==> src/rtl/sac_pkg.sv <==
package sac_pkg;

    typedef enum logic [1:0] {
        ST_IDLE  = 2'd0,
        ST_WBACK = 2'd1,
        ST_FILL  = 2'd2,
        ST_RESP  = 2'd3
    } sac_state_e;

endpackage

==> src/rtl/sac_tag_store.sv <==
module sac_tag_store #(
    parameter int WAYS  = 2,
    parameter int SETS  = 4,
    parameter int TAG_W = 5
) (
    input  logic                     clk,
    input  logic                     rst,
    input  logic [$clog2(SETS)-1:0]  lk_idx,
    input  logic [TAG_W-1:0]         lk_tag,
    output logic [WAYS-1:0]          set_valid,
    output logic [WAYS-1:0]          set_dirty,
    output logic [WAYS*TAG_W-1:0]    set_tags,
    output logic                     hit,
    output logic [((WAYS>1)?$clog2(WAYS):1)-1:0] hit_way,
    input  logic                     inst_en,
    input  logic [((WAYS>1)?$clog2(WAYS):1)-1:0] inst_way,
    input  logic [TAG_W-1:0]         inst_tag,
    input  logic                     dirty_en,
    input  logic [((WAYS>1)?$clog2(WAYS):1)-1:0] dirty_way
);
    localparam int WAY_W = (WAYS > 1) ? $clog2(WAYS) : 1;

    logic [TAG_W-1:0] tag_q   [SETS][WAYS];
    logic [TAG_W-1:0] tag_d   [SETS][WAYS];
    logic [WAYS-1:0]  valid_q [SETS];
    logic [WAYS-1:0]  valid_d [SETS];
    logic [WAYS-1:0]  dirty_q [SETS];
    logic [WAYS-1:0]  dirty_d [SETS];
    logic [WAYS-1:0]  match;

    assign set_valid = valid_q[lk_idx];
    assign set_dirty = dirty_q[lk_idx];

    for (genvar w = 0; w < WAYS; w++) begin : g_way
        assign set_tags[w*TAG_W +: TAG_W] = tag_q[lk_idx][w];
        assign match[w] = valid_q[lk_idx][w] && (tag_q[lk_idx][w] == lk_tag);
    end

    always_comb begin
        hit     = |match;
        hit_way = '0;
        for (int w = WAYS - 1; w >= 0; w--) begin
            if (match[w]) hit_way = WAY_W'(w);
        end
    end

    always_comb begin
        tag_d   = tag_q;
        valid_d = valid_q;
        dirty_d = dirty_q;
        if (inst_en) begin
            tag_d[lk_idx][inst_way]   = inst_tag;
            valid_d[lk_idx][inst_way] = 1'b1;
            dirty_d[lk_idx][inst_way] = 1'b0;
        end
        if (dirty_en) begin
            dirty_d[lk_idx][dirty_way] = 1'b1;
        end
    end

    always_ff @(posedge clk) begin
        if (rst) begin
            for (int s = 0; s < SETS; s++) begin
                valid_q[s] <= '0;
                dirty_q[s] <= '0;
            end
        end else begin
            valid_q <= valid_d;
            dirty_q <= dirty_d;
        end
        tag_q <= tag_d;
    end

endmodule

==> src/rtl/sac_repl.sv <==
module sac_repl #(
    parameter int WAYS = 2,
    parameter int SETS = 4
) (
    input  logic                    clk,
    input  logic                    rst,
    input  logic [$clog2(SETS)-1:0] lk_idx,
    input  logic [WAYS-1:0]         set_valid,
    input  logic                    touch_en,
    input  logic [((WAYS>1)?$clog2(WAYS):1)-1:0] touch_way,
    output logic [((WAYS>1)?$clog2(WAYS):1)-1:0] victim_way
);
    localparam int WAY_W = (WAYS > 1) ? $clog2(WAYS) : 1;

    logic             free_found;
    logic [WAY_W-1:0] free_way;
    logic [WAY_W-1:0] lru_way;

    always_comb begin
        free_found = 1'b0;
        free_way   = '0;
        for (int w = 0; w < WAYS; w++) begin
            if (!set_valid[w] && !free_found) begin
                free_found = 1'b1;
                free_way   = WAY_W'(w);
            end
        end
        victim_way = free_found ? free_way : lru_way;
    end

    if (WAYS == 1) begin : g_direct
        logic unused_touch;
        assign unused_touch = ^{clk, rst, touch_en, touch_way, lk_idx};
        assign lru_way      = '0;
    end else if (WAYS == 2) begin : g_pair
        logic [SETS-1:0] lru_q, lru_d;
        always_comb begin
            lru_d = lru_q;
            if (touch_en) lru_d[lk_idx] = ~touch_way[0];
        end
        assign lru_way = lru_q[lk_idx];
        always_ff @(posedge clk) begin
            if (rst) lru_q <= '0;
            else     lru_q <= lru_d;
        end
    end else begin : g_age
        logic [WAY_W-1:0] age_q [SETS][WAYS];
        logic [WAY_W-1:0] age_d [SETS][WAYS];
        logic [WAY_W-1:0] oldest;
        always_comb begin
            age_d = age_q;
            if (touch_en) begin
                for (int w = 0; w < WAYS; w++) begin
                    if (age_q[lk_idx][w] < age_q[lk_idx][touch_way])
                        age_d[lk_idx][w] = age_q[lk_idx][w] + 1'b1;
                end
                age_d[lk_idx][touch_way] = '0;
            end
            oldest = '0;
            for (int w = 0; w < WAYS; w++) begin
                if (age_q[lk_idx][w] == WAY_W'(WAYS - 1)) oldest = WAY_W'(w);
            end
        end
        assign lru_way = oldest;
        always_ff @(posedge clk) begin
            if (rst) begin
                for (int s = 0; s < SETS; s++)
                    for (int w = 0; w < WAYS; w++)
                        age_q[s][w] <= WAY_W'(w);
            end else begin
                age_q <= age_d;
            end
        end
    end

endmodule

==> src/rtl/sac_data_store.sv <==
module sac_data_store #(
    parameter int WAYS       = 2,
    parameter int SETS       = 4,
    parameter int LINE_BYTES = 2,
    parameter int DATA_W     = 8
) (
    input  logic                          clk,
    input  logic [$clog2(SETS)-1:0]       acc_idx,
    input  logic [((WAYS>1)?$clog2(WAYS):1)-1:0] acc_way,
    input  logic [$clog2(LINE_BYTES)-1:0] acc_off,
    input  logic                          wr_en,
    input  logic [DATA_W-1:0]             wr_data,
    output logic [DATA_W-1:0]             rd_data
);
    localparam int DEPTH = SETS * WAYS * LINE_BYTES;

    logic [DATA_W-1:0] byte_q [DEPTH];
    int                slot;

    always_comb begin
        slot    = (int'(acc_idx) * WAYS + int'(acc_way)) * LINE_BYTES + int'(acc_off);
        rd_data = byte_q[slot];
    end

    always_ff @(posedge clk) begin
        if (wr_en) byte_q[slot] <= wr_data;
    end

endmodule

==> src/rtl/sa_wb_cache.sv <==
module sa_wb_cache
    import sac_pkg::*;
#(
    parameter int WAYS       = 2,
    parameter int LINES      = 8,
    parameter int LINE_BYTES = 2,
    parameter int ADDR_W     = 8,
    parameter int DATA_W     = 8
) (
    input  logic              clk,
    input  logic              rst,
    input  logic              cpu_req,
    input  logic              cpu_we,
    input  logic [ADDR_W-1:0] cpu_addr,
    input  logic [DATA_W-1:0] cpu_wdata,
    output logic              cpu_ready,
    output logic [DATA_W-1:0] cpu_rdata,
    output logic              cpu_hit,
    output logic              cpu_miss,
    output logic              mem_req,
    output logic              mem_we,
    output logic [ADDR_W-1:0] mem_addr,
    output logic [DATA_W-1:0] mem_wdata,
    input  logic [DATA_W-1:0] mem_rdata,
    input  logic              mem_ack
);
    localparam int SETS  = LINES / WAYS;
    localparam int OFF_W = $clog2(LINE_BYTES);
    localparam int IDX_W = $clog2(SETS);
    localparam int TAG_W = ADDR_W - IDX_W - OFF_W;
    localparam int WAY_W = (WAYS > 1) ? $clog2(WAYS) : 1;
    localparam logic [OFF_W-1:0] LAST_BEAT = OFF_W'(LINE_BYTES - 1);

    typedef struct packed {
        sac_state_e        st;
        logic              pend_we;
        logic [ADDR_W-1:0] pend_addr;
        logic [DATA_W-1:0] pend_wdata;
        logic [WAY_W-1:0]  vict;
        logic [OFF_W-1:0]  beat;
        logic [DATA_W-1:0] rdata;
        logic              hit;
        logic              miss;
    } ctl_t;

    ctl_t ctl_q, ctl_d;

    logic [ADDR_W-1:0]     lk_addr;
    logic [OFF_W-1:0]      lk_off;
    logic [IDX_W-1:0]      lk_idx;
    logic [TAG_W-1:0]      lk_tag;
    logic [WAYS-1:0]       set_valid;
    logic [WAYS-1:0]       set_dirty;
    logic [WAYS*TAG_W-1:0] set_tags;
    logic                  tag_hit;
    logic [WAY_W-1:0]      hit_way;
    logic [WAY_W-1:0]      victim_way;
    logic [TAG_W-1:0]      vict_tag;
    logic                  inst_en;
    logic                  dirty_en;
    logic [WAY_W-1:0]      dirty_way;
    logic                  touch_en;
    logic [WAY_W-1:0]      touch_way;
    logic [WAY_W-1:0]      acc_way;
    logic [OFF_W-1:0]      acc_off;
    logic                  dwr_en;
    logic [DATA_W-1:0]     dwr_data;
    logic [DATA_W-1:0]     drd_data;

    assign lk_addr  = (ctl_q.st == ST_IDLE) ? cpu_addr : ctl_q.pend_addr;
    assign lk_off   = lk_addr[OFF_W-1:0];
    assign lk_idx   = lk_addr[OFF_W +: IDX_W];
    assign lk_tag   = lk_addr[ADDR_W-1 -: TAG_W];
    assign vict_tag = set_tags[int'(ctl_q.vict)*TAG_W +: TAG_W];

    sac_tag_store #(.WAYS(WAYS), .SETS(SETS), .TAG_W(TAG_W)) tags_i (
        .clk       (clk),
        .rst       (rst),
        .lk_idx    (lk_idx),
        .lk_tag    (lk_tag),
        .set_valid (set_valid),
        .set_dirty (set_dirty),
        .set_tags  (set_tags),
        .hit       (tag_hit),
        .hit_way   (hit_way),
        .inst_en   (inst_en),
        .inst_way  (ctl_q.vict),
        .inst_tag  (lk_tag),
        .dirty_en  (dirty_en),
        .dirty_way (dirty_way)
    );

    sac_repl #(.WAYS(WAYS), .SETS(SETS)) repl_i (
        .clk        (clk),
        .rst        (rst),
        .lk_idx     (lk_idx),
        .set_valid  (set_valid),
        .touch_en   (touch_en),
        .touch_way  (touch_way),
        .victim_way (victim_way)
    );

    sac_data_store #(.WAYS(WAYS), .SETS(SETS), .LINE_BYTES(LINE_BYTES), .DATA_W(DATA_W)) data_i (
        .clk     (clk),
        .acc_idx (lk_idx),
        .acc_way (acc_way),
        .acc_off (acc_off),
        .wr_en   (dwr_en),
        .wr_data (dwr_data),
        .rd_data (drd_data)
    );

    always_comb begin
        ctl_d      = ctl_q;
        ctl_d.hit  = 1'b0;
        ctl_d.miss = 1'b0;
        cpu_ready  = 1'b0;
        mem_req    = 1'b0;
        mem_we     = 1'b0;
        mem_addr   = {lk_tag, lk_idx, ctl_q.beat};
        mem_wdata  = drd_data;
        inst_en    = 1'b0;
        dirty_en   = 1'b0;
        dirty_way  = ctl_q.vict;
        touch_en   = 1'b0;
        touch_way  = ctl_q.vict;
        acc_way    = ctl_q.vict;
        acc_off    = ctl_q.beat;
        dwr_en     = 1'b0;
        dwr_data   = mem_rdata;

        unique case (ctl_q.st)
            ST_IDLE: begin
                cpu_ready = 1'b1;
                acc_way   = hit_way;
                acc_off   = lk_off;
                dirty_way = hit_way;
                touch_way = hit_way;
                dwr_data  = cpu_wdata;
                if (cpu_req) begin
                    if (tag_hit) begin
                        touch_en  = 1'b1;
                        ctl_d.hit = 1'b1;
                        if (cpu_we) begin
                            dwr_en   = 1'b1;
                            dirty_en = 1'b1;
                        end else begin
                            ctl_d.rdata = drd_data;
                        end
                    end else begin
                        ctl_d.pend_we    = cpu_we;
                        ctl_d.pend_addr  = cpu_addr;
                        ctl_d.pend_wdata = cpu_wdata;
                        ctl_d.vict       = victim_way;
                        ctl_d.beat       = '0;
                        if (set_valid[victim_way] && set_dirty[victim_way])
                            ctl_d.st = ST_WBACK;
                        else
                            ctl_d.st = ST_FILL;
                    end
                end
            end
            ST_WBACK: begin
                mem_req  = 1'b1;
                mem_we   = 1'b1;
                mem_addr = {vict_tag, lk_idx, ctl_q.beat};
                if (mem_ack) begin
                    ctl_d.beat = ctl_q.beat + 1'b1;
                    if (ctl_q.beat == LAST_BEAT) begin
                        ctl_d.beat = '0;
                        ctl_d.st   = ST_FILL;
                    end
                end
            end
            ST_FILL: begin
                mem_req = 1'b1;
                if (mem_ack) begin
                    dwr_en     = 1'b1;
                    ctl_d.beat = ctl_q.beat + 1'b1;
                    if (ctl_q.beat == LAST_BEAT) begin
                        inst_en    = 1'b1;
                        ctl_d.beat = '0;
                        ctl_d.st   = ST_RESP;
                    end
                end
            end
            ST_RESP: begin
                acc_off    = lk_off;
                dwr_data   = ctl_q.pend_wdata;
                touch_en   = 1'b1;
                ctl_d.miss = 1'b1;
                ctl_d.st   = ST_IDLE;
                if (ctl_q.pend_we) begin
                    dwr_en   = 1'b1;
                    dirty_en = 1'b1;
                end else begin
                    ctl_d.rdata = drd_data;
                end
            end
            default: ctl_d.st = ST_IDLE;
        endcase
    end

    always_ff @(posedge clk) begin
        if (rst) begin
            ctl_q <= '0;
        end else begin
            ctl_q <= ctl_d;
        end
    end

    assign cpu_rdata = ctl_q.rdata;
    assign cpu_hit   = ctl_q.hit;
    assign cpu_miss  = ctl_q.miss;

endmodule

==> config.mk <==
export PLATFORM = sky130hd
export DESIGN_NAME = sa_wb_cache
export DESIGN_NICKNAME = d
export VERILOG_FILES = /design/src/rtl/sac_pkg.sv /design/src/rtl/sac_tag_store.sv /design/src/rtl/sac_repl.sv /design/src/rtl/sac_data_store.sv /design/src/rtl/sa_wb_cache.sv
export SDC_FILE = /design/constraint.sdc
export NUM_CORES = 1
export LEC_CHECK = 0
export BUFFER_PORTS_ARGS = -buffer_cell sky130_fd_sc_hd__buf_2
export CORE_MARGIN = 1.5
export CORE_UTILIZATION = 55
export CTS_CLUSTER_SIZE = 16
export DETAILED_ROUTE_END_ITERATION = 8
export HOLD_SLACK_MARGIN = 0.12
export PLACE_DENSITY = 0.84
export SLEW_MARGIN = 20
export SYNTH_ARGS = -nofsm -noshare
export SYNTH_HDL_FRONTEND = slang
export SYNTH_SLANG_ARGS = --single-unit
==> constraint.sdc <==
create_clock -name clk -period 4 [get_ports clk]
set_input_delay 0.2 -clock clk [delete_from_list [all_inputs] [get_ports clk]]
set_output_delay 0.2 -clock clk [all_outputs]
set_load 0.05 [all_outputs]
==> reports/metrics.yaml, run 1 <==
p_per_area_mw_per_mm2: 814
fillers: 1047
rows: 47
cts_sinks: 219
crit_path_end_kind: "register"
fmax_ghz: 0.249
clock_path_buffers: 3
track_usage: 0.273
start_util: 0.570
hold_viol: 0
hpwl_microns: 15300
layout.nets: 918
dieArea_sq_mm: 0.0182
grt_max_degree: 62
wl_microns: 26300
synth_flop_cell: "edfxtp_1"
ys_types: 61
r2r_setup_slack_ns: -0.02
slowest_stage: "nor2_2"
viasPerCell: 6.30
ys_seq_area_frac: 0.635
stdcell_area_sq_mm: 0.0116
cts_made_buffers: 22
routedWlPerCell_microns: 23.5
critPathLaunchType: "register"
yosysWarnings: 0
dr.pass1.iters: 5
clk_transition_reported_paths_ns: 0.07
core-area_sq_mm: 0.0168
worstHoldPathType: "in2reg"
relSlewSlack: 0.353
antenna_cells: 0
placed_cell_area_sq_mm: 0.0102
cts_root_buf: "clkbuf_16"
arrival_ns: 4.19
fin_crit_ns: 4.02
yosys_register_bits: 219
port-buffer-count: 57
syn_area_sq_mm: 0.00955
finalCritPeriodShare: 1.00
syn_area_per_cell_sq_um: 12.2
grt_overflow: 0
synth-edff-count: 168
crit_family: "simple AND/OR/NAND/NOR gates"
crit_chain: "inv_2, ha_4, mux2i_4, buf_6, buf_6, nor3_1, a2111oi_4, xnor2_1, nor4_4, a211oi_4, mux2i_4, clkbuf_16, nand4b_1, nor2_2"
h-tree-depth: 1
violations: "negative setup slack"
antenna_found_initial: 0
crit_buf_inv: 4
synthToLayoutAreaGrowth_pct: 21.6
timing.final.ws_setup_ns: -0.0175
rsz0062_at_grt: "true"
grt_pass1_vias: 6954
drt.antenna.violating_nets: 0
synth_nets: 814
layout_common_cells: "edfxtp_1, nand2_1, a21oi_1, buf_4, dfxtp_1"
drive_above_1_share: 0.253
setup_viol: 12
grt_pass1_wl_microns: 37800
required_ns: 4.17
p_leak_uw: 0.00423
max_cap_violations: 0
critical-path-max-stage-delay_ns: 0.47
io_pins: 58
crit_type: "reg2reg"
ys_async_sr_fraction: 0
drc: 0
slew_violations: 0
tightestPinTransition_ns: 0.967
syn_inst: 780
cp_max_fo: 8
gp_congestion: 0.867
timing.setup.tns_ns: -0.162
vias: 7053
drtIter0Drc: 868
ir_worst_vdd_uv: 663
mostFrequentLayoutCell: "edfxtp_1"
clk_latency_ns: 0.52
finClkSkew_ns: 0.0182
fp.dieH_microns: 135
cts_tree: "done"
outcome: "finished with violations"
fp.dieW_microns: 135
==> worst reg2reg max path, delay by kind of cell (launching register included) <==
kind,cells,cell delay (ns)
adders and majority gates,1,0.20
xor gates and xnor gates,1,0.19
buffers and inverters,4,0.57
and+or+nand+nor,4,1.63
AOI/OAI and AO/OA,2,0.21
muxes,2,0.53
DFF,1,0.37
==> cell families (layout without fill, tap and decap cells) <==
logic type               count (synthesis)  after routing  share of synthesized area
adder cells (fa/ha/maj)                  5              5                    0.00655
flip-flops                             219            219                      0.635
buffers and inverters                   85            205                     0.0414
AND/OR/NAND/NOR                        247            247                      0.120
XOR/XNOR                                12             12                     0.0110
AO/OA/AOI/OAI                          142            142                     0.0980
multiplexers                            70             70                     0.0874
==> state kept, by name, indices dropped and copies added, names as in the netlist <==
register             cells
tags_i.tag_q            40
tags_i.valid_q           8
ctl_q                   21
cpu_miss                 1
tags_i.dirty_q           8
repl_i.g_pair.lru_q      4
cpu_rdata                8
data_i.byte_q          128
cpu_hit                  1
==> timing repair <==
action | CTS | global route
setup endpoints to repair | 49 | 69
gates cloned | 0 | 1
pin swaps | 1 | 11
endpoints found under the hold margin | 19 | 0
gates resized for setup | 28 | 40
buffers inserted | 2 | 15
hold buffers | 18 | 0
==> cell type report <==
type | count | area, sq um | share of cell area
repair buffers | 140 | 1080 | 0.0932
multi-input cells | 476 | 3380 | 0.291
well taps | 220 | 275 | 0.0237
flip-flops and latches | 219 | 6070 | 0.523
inverters | 25 | 106 | 0.00916
clock buffers | 31 | 594 | 0.0512
clock inverters | 9 | 105 | 0.00905
==> per-stage QoR <==
step,util,total power (uW),hold slack (ns),setup slack (ns),cells
2_1_floorplan,-,5630,0.336,-0.129,780
3_3_place_gp,0.611,6650,0.450,0.112,1044
3_5_place_dp,0.611,6730,0.457,-0.0848,1044
4_1_cts,0.672,8940,0.160,-0.00446,1104
5_1_grt,0.693,9720,0.248,-0.112,1120
6_report,0.693,9450,0.187,-0.0175,1120
==> where the power goes <==
part           internal (uW)  leakage (uW)  switching [uW]
sequential              2910       0.00194            59.2
combinational           1490       0.00195            2970
clock                   1170      0.000344             851
total                   5570       0.00423            3880
==> Yosys cell counts (all sizes together) (8+ instances only) <==
cell,number,area [sq um]
o21ai,22,110
nor2b,10,62.6
nand2,115,434
nor3,26,130
a21oi,61,305
nor4,18,140
mux2i,58,609
dfxtp,51,1020
o22ai,8,50.1
buf,28,180
mux4,8,180
o32ai,9,78.8
edfxtp,168,5040
xnor2,12,105
clkbuf,32,120
a22oi,9,67.6
inv,24,90.1
nor2,58,235
a32o,8,80.1
==> final timing paths <==
path	to	depth (start not counted)	start
max reg2reg	data_i.byte_q[13][2]	14	ctl_q[29]
min reg2reg	repl_i.g_pair.lru_q[0]	2	repl_i.g_pair.lru_q[0]
max	data_i.byte_q[13][2]	14	ctl_q[29]
min	ctl_q[10]	4	mem_ack
==> per-layer routing <==
metal | GRT usage | vias to the layer above | share of wire | wire length (microns)
li1 | - | 3057 | - | -
met1 | 0.354 | 3436 | 0.37 | 9740
met2 | 0.465 | 468 | 0.50 | 13100
met3 | 0.0402 | 92 | 0.090 | 2370
met4 | 0.107 | 0 | 0.044 | 1170
met5 | 0 | - | 0 | 0
(Power assumes the default switching activity.)
==> run 2, diff against run 1 <==
==> constraint.sdc (replaced) <==
create_clock -name clk -period 4 [get_ports clk]
set_input_delay 0.8 -clock clk [delete_from_list [all_inputs] [get_ports clk]]
set_output_delay 0.8 -clock clk [all_outputs]
set_load 0.05 [all_outputs]
==> reports/metrics.yaml, run 2 (synthesis gave the netlist of run 1 again) <==
total_power_uw: 9820  # was 9450 uW
core-area_sq_mm: 0.0168  # unchanged
worstHoldPathType: "reg2reg"  # was in2reg
drt.antenna.violating_nets: 0  # unchanged
arrival_ns: 3.66  # was 4.19 ns
cts_tree: "done"  # unchanged
grt_max_degree: 51  # was 62
critical-path-max-stage-delay_ns: 0.42  # was 0.47 ns
ir_worst_vdd_uv: 874  # was 663 uV
track_usage: 0.285  # was 0.273
tightestPinTransition_ns: 0.983  # was 0.967 ns
fillers: 1018  # was 1047
antenna_cells: 0  # unchanged
rows: 47  # unchanged
mostFrequentLayoutCell: "edfxtp_1"  # unchanged
fmax_ghz: 0.224  # was 0.249 GHz
grt_overflow: 0  # unchanged
relSlewSlack: 0.342  # was 0.353
grt_pass1_wl_microns: 39200  # was 37800 microns
wl_microns: 26300  # about the same
vias: 7192  # was 7053
crit_type: "reg2out"  # was reg2reg
slew_violations: 0  # unchanged
setup_viol: 38  # was 12
fp.dieH_microns: 135  # unchanged
start_util: 0.570  # unchanged
r2r_setup_slack_ns: -0.04  # was -0.02 ns
fin_crit_ns: 4.46  # was 4.02 ns
hold_viol: 0  # unchanged
cp_common_cell: "mux2i_4"
viasPerCell: 6.17  # was 6.30
largest_reg_flops: 128  # unchanged
max_cap_violations: 0  # unchanged
io_pins: 58  # unchanged
top_register: "data_i.byte_q"  # unchanged
drive_above_1_share: 0.320  # was 0.253
layout.nets: 964  # was 918
fp.dieW_microns: 135  # unchanged
cp_max_fo: 6  # was 8
clk_transition_reported_paths_ns: 0.06  # was 0.07 ns
ff2ff_path_depth: 18  # was 14
hp-start: "repl_i.g_pair.lru_q[3]"  # was mem_ack
p_leak_uw: 0.00450  # was 0.00423 uW
outcome: "finished with violations"  # unchanged
crit_family: "multiplexers"  # was simple AND/OR/NAND/NOR gates
drtIter0Drc: 771  # was 868
dieArea_sq_mm: 0.0182  # unchanged
antenna_found_initial: 0  # unchanged
required_ns: 3.20  # was 4.17 ns
timing.setup.tns_ns: -4.04  # was -0.162 ns
timing.final.ws_setup_ns: -0.460  # was -0.0175 ns
critPathLaunchType: "register"  # unchanged
hpwl_microns: 16000  # was 15300 microns
synthToLayoutAreaGrowth_pct: 25.4  # was 21.6%
violations: "negative setup slack"  # unchanged
crit_buf_inv: 5  # was 4
dr.pass1.iters: 6  # was 5
h-tree-depth: 1  # unchanged
slowest_stage: "a2111oi_4"  # was nor2_2
r2r_start: "ctl_q[30]"  # was ctl_q[29]
hold_buffers: 0  # was 18
clock_path_buffers: 3  # unchanged
cts_root_buf: "clkbuf_16"  # unchanged
largestRegisters: "data_i.byte_q (128), tags_i.tag_q (40), ctl_q (21)"  # unchanged
timing.rr.end: "data_i.byte_q[2][4]"  # was data_i.byte_q[13][2]
crit_chain: "inv_2, ha_4, mux2i_4, buf_6, buf_4, nor3_2, a2111oi_4, xnor2_2, nor4_4, a211oi_2, mux2i_4, buf_12, mux2i_4, buf_6"  # was inv_2, ha_4, mux2i_4, buf_6, buf_6, nor3_1, a2111oi_4, xnor2_1, nor4_4, a211oi_4, mux2i_4, clkbuf_16, nand4b_1, nor2_2
crit_path_end_kind: "output pin"  # was register
routedWlPerCell_microns: 22.6  # was 23.5 microns
drc: 0  # unchanged
min_to: "repl_i.g_pair.lru_q[3]"  # was ctl_q[10]
cts_made_buffers: 22  # unchanged
finClkSkew_ns: 0.0120  # was 0.0182 ns
hold_path_depth: 2  # was 4
cts_sinks: 219  # unchanged
port-buffer-count: 57  # unchanged
clk_latency_ns: 0.51  # was 0.52 ns
finalCritPeriodShare: 1.12  # was 1.00
rsz0062_at_grt: "true"  # unchanged
grt_pass1_vias: 7118  # was 6954
gp_congestion: 0.884  # was 0.867
p_per_area_mw_per_mm2: 820  # was 814 mW/mm^2
layout_common_cells: "edfxtp_1, nand2_1, buf_4, a21oi_1"  # was edfxtp_1, nand2_1, a21oi_1, buf_4, dfxtp_1
-- run 2: per-layer routing --
| metal | up-vias | GRT usage | routed length [microns] |
|---|---|---|---|
| li1 | 3161 | - | - |
| met1 | 3522 | 0.361 | 9870 |
| met2 | 439 | 0.496 | 13400 |
| met3 | 70 | 0.0443 | 2140 |
| met4 | 0 | 0.111 | 932 |
| met5 | - | 0 | 0 |
-- run 2: final cells by class --
class / count / area (sq um) / area share
flip-flops and latches: 219 / 6070 / 0.507
multi-input cells: 476 / 3450 / 0.288
repair buffers: 186 / 1410 / 0.118
clock buffers: 27 / 589 / 0.0492
well taps: 220 / 275 / 0.0230
inverters: 25 / 98.8 / 0.00826
clock inverters: 13 / 82.6 / 0.00690
-- run 2: worst max path at each step --
| stage | startpoint | endpoint | slack [ns] | cells past startpoint |
|---|---|---|---|---|
| 5_1_grt | ctl_q[30] | mem_wdata[4] | -0.60 | 14 |
| 3_5_place_dp | cpu_addr[2] | mem_wdata[6] | -0.23 | 12 |
| 3_3_place_gp | cpu_addr[2] | mem_wdata[6] | -0.14 | 12 |
| 4_1_cts | ctl_q[29] | mem_wdata[1] | -0.32 | 14 |
| 2_1_floorplan | ctl_q[30] | mem_wdata[6] | -0.32 | 14 |
| 6_report | ctl_q[30] | mem_wdata[4] | -0.46 | 14 |
-- run 2: metrics by stage --
stage / util / area, sq um / setup WS (ns) / hold WS [ns] / cells
floorplan: - / 9720 / -0.323 / 0.439 / 780
global placement: 0.644 / 10800 / -0.136 / 0.449 / 1099
detailed placement: 0.644 / 10800 / -0.230 / 0.458 / 1099
CTS: 0.706 / 11800 / -0.320 / 0.473 / 1158
global route: 0.714 / 12000 / -0.604 / 0.486 / 1166
finish: 0.714 / 12000 / -0.460 / 0.470 / 1166
-- run 2: report_power, final --
part | switching (uW) | leakage (uW) | total (uW) | internal, uW
sequential | 53.9 | 0.00194 | 2970 | 2910
combinational | 3050 | 0.00223 | 4940 | 1900
clock | 852 | 0.000331 | 1910 | 1060
total | 3950 | 0.00450 | 9820 | 5860
-- run 2: timing repair --
action | 4_1_cts | 5_1_grt
buffers inserted | 19 | 8
pin swaps | 11 | 10
setup endpoints to repair | 13 | 118
gates resized for setup | 48 | 18
-- run 2: worst reg2reg max path, cell delays in order (launching register included) --
cell and delay, ns:
dfxtp_2 0.32, inv_2 0.08, ha_4 0.21, mux2i_4 0.34, buf_6 0.17, buf_12 0.12, buf_8 0.11, nor3_1 0.05
nor4_1 0.31, buf_4 0.20, xnor2_2 0.11, nand2_2 0.09, a211oi_2 0.29, mux2i_4 0.16, buf_12 0.20, buf_4 0.15
or4b_4 0.54, nor2_2 0.15, buf_4 0.16
